==> config.mk <==
export PLATFORM = sky130hd
export DESIGN_NAME = sm3_msg_expand
export DESIGN_NICKNAME = d
export VERILOG_FILES = /design/src/rtl/sm3_pkg.sv /design/src/rtl/sm3_block_unpack.sv /design/src/rtl/sm3_expand_word.sv /design/src/rtl/sm3_round_ctrl.sv /design/src/rtl/sm3_msg_expand.sv
export SDC_FILE = /design/constraint.sdc
export NUM_CORES = 1
export LEC_CHECK = 0
export BUFFER_PORTS_ARGS = -buffer_cell sky130_fd_sc_hd__buf_2
export CORE_ASPECT_RATIO = 0.7
export CORE_UTILIZATION = 40
export CTS_CLUSTER_DIAMETER = 60
export DETAILED_ROUTE_END_ITERATION = 10
export HOLD_SLACK_MARGIN = 0.06
export RECOVER_POWER = 50
export SYNTH_ARGS = -nofsm -noshare
export SYNTH_HDL_FRONTEND = slang
export SYNTH_HIERARCHICAL = 1
export SYNTH_SLANG_ARGS = --single-unit
==> constraint.sdc <==
create_clock -name clk_i -period 1.51 [get_ports clk_i]
set_input_delay 0.302 -clock clk_i [delete_from_list [all_inputs] [get_ports clk_i]]
set_output_delay 0.302 -clock clk_i [all_outputs]
set_load 0.05 [all_outputs]
==> src/rtl/sm3_pkg.sv <==
package sm3_pkg;
  localparam int WORD_W     = 32;
  localparam int BLK_WORDS  = 16;
  localparam int BLK_W      = WORD_W * BLK_WORDS;
  localparam int NUM_ROUNDS = 64;
  localparam int LOOKAHEAD  = 4;
  localparam int ROUND_W    = $clog2(NUM_ROUNDS);

  typedef logic [WORD_W-1:0] word_t;

  function automatic word_t rol(input word_t x, input int n);
    return (x << n) | (x >> (WORD_W - n));
  endfunction

  function automatic word_t perm_p1(input word_t x);
    return x ^ rol(x, 15) ^ rol(x, 23);
  endfunction
endpackage

==> src/rtl/sm3_block_unpack.sv <==
module sm3_block_unpack
  import sm3_pkg::*;
#(
  parameter int NW = BLK_WORDS
) (
  input  logic [NW*WORD_W-1:0] block_i,
  output word_t                words_o [NW]
);
  // word 0 sits at the top of the vector (big-endian byte order)
  for (genvar k = 0; k < NW; k++) begin : g_word
    assign words_o[k] = block_i[NW*WORD_W-1-k*WORD_W -: WORD_W];
  end
endmodule

==> src/rtl/sm3_expand_word.sv <==
module sm3_expand_word
  import sm3_pkg::*;
(
  input  word_t tap16_i,
  input  word_t tap13_i,
  input  word_t tap9_i,
  input  word_t tap6_i,
  input  word_t tap3_i,
  output word_t new_o
);
  word_t mix;
  always_comb begin
    mix   = tap16_i ^ tap9_i ^ rol(tap3_i, 15);
    new_o = perm_p1(mix) ^ rol(tap13_i, 7) ^ tap6_i;
  end
endmodule

==> src/rtl/sm3_round_ctrl.sv <==
module sm3_round_ctrl
  import sm3_pkg::*;
#(
  parameter int ROUNDS = NUM_ROUNDS,
  localparam int RW    = $clog2(ROUNDS)
) (
  input  logic          clk_i,
  input  logic          rst_ni,
  input  logic          load_i,
  input  logic          next_i,
  output logic          valid_o,
  output logic [RW-1:0] round_o,
  output logic          shift_o
);
  localparam logic [RW-1:0] LastRound = RW'(ROUNDS - 1);

  logic          valid_q;
  logic [RW-1:0] round_q;

  assign shift_o = valid_q & next_i & ~load_i;

  always_ff @(posedge clk_i or negedge rst_ni) begin
    if (!rst_ni) begin
      valid_q <= 1'b0;
      round_q <= '0;
    end else if (load_i) begin
      valid_q <= 1'b1;
      round_q <= '0;
    end else if (shift_o) begin
      if (round_q == LastRound) begin
        valid_q <= 1'b0;
        round_q <= '0;
      end else begin
        round_q <= round_q + 1'b1;
      end
    end
  end

  assign valid_o = valid_q;
  assign round_o = round_q;
endmodule

==> src/rtl/sm3_msg_expand.sv <==
module sm3_msg_expand
  import sm3_pkg::*;
(
  input  logic               clk_i,
  input  logic               rst_ni,
  input  logic               load_i,
  input  logic [BLK_W-1:0]   block_i,
  input  logic               next_i,
  output logic               valid_o,
  output logic [ROUND_W-1:0] round_o,
  output logic [WORD_W-1:0]  w_o,
  output logic [WORD_W-1:0]  wp_o
);
  localparam int NW = BLK_WORDS;

  word_t blk_words [NW];
  word_t win_q     [NW];
  word_t new_word;
  logic  shift;

  sm3_block_unpack #(.NW(NW)) u_unpack (
    .block_i (block_i),
    .words_o (blk_words)
  );

  // window holds W[j..j+15]; next word W[j+16] uses offsets 0,3,7,10,13
  sm3_expand_word u_expand (
    .tap16_i (win_q[0]),
    .tap13_i (win_q[3]),
    .tap9_i  (win_q[7]),
    .tap6_i  (win_q[10]),
    .tap3_i  (win_q[13]),
    .new_o   (new_word)
  );

  sm3_round_ctrl #(.ROUNDS(NUM_ROUNDS)) u_ctrl (
    .clk_i   (clk_i),
    .rst_ni  (rst_ni),
    .load_i  (load_i),
    .next_i  (next_i),
    .valid_o (valid_o),
    .round_o (round_o),
    .shift_o (shift)
  );

  for (genvar i = 0; i < NW; i++) begin : g_win
    word_t nxt;
    if (i == NW - 1) begin : g_tail
      assign nxt = new_word;
    end else begin : g_body
      assign nxt = win_q[i+1];
    end

    always_ff @(posedge clk_i or negedge rst_ni) begin
      if (!rst_ni)     win_q[i] <= '0;
      else if (load_i) win_q[i] <= blk_words[i];
      else if (shift)  win_q[i] <= nxt;
    end
  end

  assign w_o  = win_q[0];
  assign wp_o = win_q[0] ^ win_q[LOOKAHEAD];
endmodule

==> run metrics <==
worst-case reg-to-reg path depth 6; clock network latency to the later pin of the worst-skew pair 0.67 ns; minimum period implied by the final worst setup slack 1.91 ns; all-layer global routing usage 0.315; number of antenna violations at the first check in global routing 26; per-instance average area after synthesis 10.2 sq um; power density over the cells 1080 mW/mm^2; number of design-rule violations left by the first detailed-router iteration 2,094; Max Freq 524 MHz; Num CTS Buffers 57; largest net degree at the start of global routing 81; Main synth FF type sky130_fd_sc_hd__dfrtp_1; number of remaining DRC errors 0; Final Cycle Share 1.26; layout overhead on the synthesized area 47.4%; min setup slack post-route -0.397 ns; relative contribution of sequential cells to total power 0.361; count of cell types in the netlist 30; Initial Utilization 0.407; floorplan row count 83; Relative slew margins 0.338; Root Buffer Master sky130_fd_sc_hd__clkbuf_16; Slew Limit Fails 0; Clock Sink Count 519; remaining antenna violation count after routing 0; most frequent cell after synthesis sky130_fd_sc_hd__buf_4; IR drop worst, VDD 1.01 mV; IO Port Bufs 586; max-cap violations 0; via count of the first global-routing pass 25,700; part of the power in the clock network 0.303; first drt pass iteration count 7; Die Footprint 0.0764 sq mm; Clock Pin Slew Worst Setup and Hold Paths 0.06 ns; total overflow reported by the global router 0; core area 0.0739 sq mm; WL per Instance 24.9 um; Worst Hold End u_ctrl/valid_o$_DFFE_PN0P_; Worst path slowest cell sky130_fd_sc_hd__dfrtp_2; cell depth of the worst min-delay path 4; setup violation total in the final timing report 878; Worst Skew 0.0385 ns; wire length of the first global-routing pass 173,000 um; top cells by area, synth sky130_fd_sc_hd__dfrtp_1 43%, sky130_fd_sc_hd__mux2i_1 17%, sky130_fd_sc_hd__buf_4 13%; Leak 20.1 nW; number of synthesized flops with an enable pin 0; run status finished with violations; r2r setup slk -0.33 ns; Die Wd 330 um; vias per cell 5.11; CP startpoint kind register; post-synthesis cell count 2,961; critical path arrival 1.61 ns; Design Power 48.0 mW; total net switching power 16.1 mW; clock tree from TritonCTS yes; worst reg2reg path endpoint g_win[14].nxt[0]$_DFFE_PN0P_; floorplan die height 232 um; routed wire length 124,000 um; placed wire-length estimate after detailed placement 88,900 um; post-synth net total 3,478; required time reported for the critical path endpoint 1.21 ns; number of hold violations in the final report 0; fraction of final layout cells with drive strength greater than 1 0.368; violated checks setup timing; number of vias after detailed routing 25,400; top post-synthesis cells by count 521 x sky130_fd_sc_hd__buf_4, 519 x sky130_fd_sc_hd__dfrtp_1, 517 x sky130_fd_sc_hd__nand2_1, 512 x sky130_fd_sc_hd__mux2i_1, 480 x sky130_fd_sc_hd__o21ai_1; maximum net fanout on the critical path 3; placer congestion estimate 0.936; Synth Register Bits 519; classification of the worst-slack hold path primary input to register; measured slew at the worst slew-check pin 0.993 ns; RSZ-0062 raised after global routing true; CP endpoint kind output port; start of the worst register-to-register path g_win[6].nxt[9]$_DFFE_PN0P_; proportion of netlist area held by the largest area contributor 0.431; cell-internal power 31.9 mW; synthesis warning total 6; netlist area before placement 0.0301 sq mm; number of nets at the end of the flow 4,448; count of pins on the block boundary 587; share of total power consumed by net switching 0.336; launch point of the worst hold path next_i; Combinational Power Share 0.336; post-synth top area cell sky130_fd_sc_hd__dfrtp_1; asr flop ratio synth 1.00; clk buf depth 3; fraction of the core area covered by cells at the end of the flow 0.600; dominant cell type by count on the critical path sky130_fd_sc_hd__buf_6; Crit Path Category register to output port; maximum single-stage delay on the critical path 0.41 ns; sequential cell area fraction in the yosys report 0.431; deepest level of the CTS H-tree 2; cell breakdown of the critical path buf_6 > xor2_4 > buf_6
## power groups by stage
stage          Sequential, mW  Combinational [mW]  Clock, mW
6_report                 17.3                16.1       14.5
5_1_grt                  17.4                16.9       15.2
4_1_cts                  17.2                14.9       14.6
3_5_place_dp             17.5                11.6          0
3_3_place_gp             17.4                11.5          0
2_1_floorplan            17.0                7.62          0
## final cells by class
| cell class | count | area, sq um |
|---|---|---|
| fill | 5848 | 29500 |
| timing repair buffer | 1595 | 14800 |
| multi-input combinational | 1758 | 13400 |
| sequential | 519 | 13100 |
| clock buffer | 83 | 1640 |
| tap | 977 | 1220 |
| clock inverter | 23 | 265 |
| antenna | 22 | 55.1 |
## stage by stage
step           area (sq um)  std cells  hold slack (ns)  TNS (ns)  setup WS [ns]
6_report              44400       4977            0.151   -125.87         -0.397
5_1_grt               44400       4970            0.154   -183.17         -0.411
4_1_cts               43000       4897           0.0736    -73.86         -0.412
3_5_place_dp          32400       4161            0.206    -41.58         -0.377
3_3_place_gp          32400       4161            0.204    -36.29         -0.367
2_1_floorplan         30400       2961          0.00641    -44.77        -0.0938
## how the worst max path moves through the flow
stage                                start                           end  slack (ns)  cells past startpoint
3_5_place_dp   g_win[6].nxt[7]$_DFFE_PN0P_  g_win[14].nxt[7]$_DFFE_PN0P_       -0.38                      5
2_1_floorplan   u_ctrl/valid_o$_DFFE_PN0P_   g_win[2].nxt[0]$_DFFE_PN0P_       -0.09                      7
3_3_place_gp   g_win[6].nxt[7]$_DFFE_PN0P_  g_win[14].nxt[7]$_DFFE_PN0P_       -0.37                      5
5_1_grt                 w_o[4]$_DFFE_PN0P_                       wp_o[4]       -0.41                      3
6_report                w_o[4]$_DFFE_PN0P_                       wp_o[4]       -0.40                      3
4_1_cts                 w_o[4]$_DFFE_PN0P_                       wp_o[4]       -0.41                      3
## state kept, by name, summed over array words and instances, names as in the netlist
signal and flops:
u_ctrl/round_o 6, w_o 32, u_ctrl/valid_o 1, g_win.nxt 480
## what timing repair did
item                                    4_1_cts  5_1_grt
resized for setup                           437      295
pin swaps                                    85      124
hold buffers                                513        1
endpoints found under the setup margin      436      579
gates cloned                                 37        5
setup buffers                               100       83
hold endpoints to repair                    826        1
## logic make-up after synthesis
kind of cell | after synthesis | synth area share
AND/OR/NAND/NOR | 528 | 0.0666
AO/OA/AOI/OAI | 524 | 0.0878
multiplexers | 512 | 0.170
XOR/XNOR | 193 | 0.0718
flip-flops | 519 | 0.431
adder cells (fa/ha/maj) | 1 | 0.000415
buffers and inverters | 684 | 0.172
## worst max-delay path, delay by kind of cell (launching register included)
family | cells | cell delay, ns
DFF | 1 | 0.41
buffers and inverters | 2 | 0.34
xor gates and xnor gates | 1 | 0.18
## cell usage in the layout (no fill, tap or decap), types with 5 or more instances in the layout
master / n
sky130_fd_sc_hd__buf_2: 515
sky130_fd_sc_hd__diode_2: 22
sky130_fd_sc_hd__dfrtp_1: 461
sky130_fd_sc_hd__o21ai_2: 29
sky130_fd_sc_hd__nand2_1: 516
sky130_fd_sc_hd__xor2_2: 44
sky130_fd_sc_hd__buf_6: 161
sky130_fd_sc_hd__clkbuf_8: 12
sky130_fd_sc_hd__dfrtp_2: 58
sky130_fd_sc_hd__mux2i_1: 436
sky130_fd_sc_hd__clkinv_2: 10
sky130_fd_sc_hd__buf_12: 98
sky130_fd_sc_hd__xnor3_2: 32
sky130_fd_sc_hd__mux2i_4: 23
sky130_fd_sc_hd__buf_8: 54
sky130_fd_sc_hd__o21ai_4: 6
sky130_fd_sc_hd__a21oi_1: 5
sky130_fd_sc_hd__o21ai_1: 477
sky130_fd_sc_hd__xor2_1: 17
sky130_fd_sc_hd__buf_4: 218
sky130_fd_sc_hd__dlygate4sd3_1: 514
sky130_fd_sc_hd__clkbuf_1: 15
sky130_fd_sc_hd__xnor2_1: 60
sky130_fd_sc_hd__xnor2_2: 32
sky130_fd_sc_hd__mux2i_2: 53
sky130_fd_sc_hd__buf_16: 25
sky130_fd_sc_hd__clkbuf_16: 62
## routing by layer
layer	GRT usage	wire length, um
met1	0.422	52600
met2	0.498	56800
met3	0.0715	9690
met4	0.112	4900
met5	0	81
Note: power is estimated with default switching activity, not from simulation.
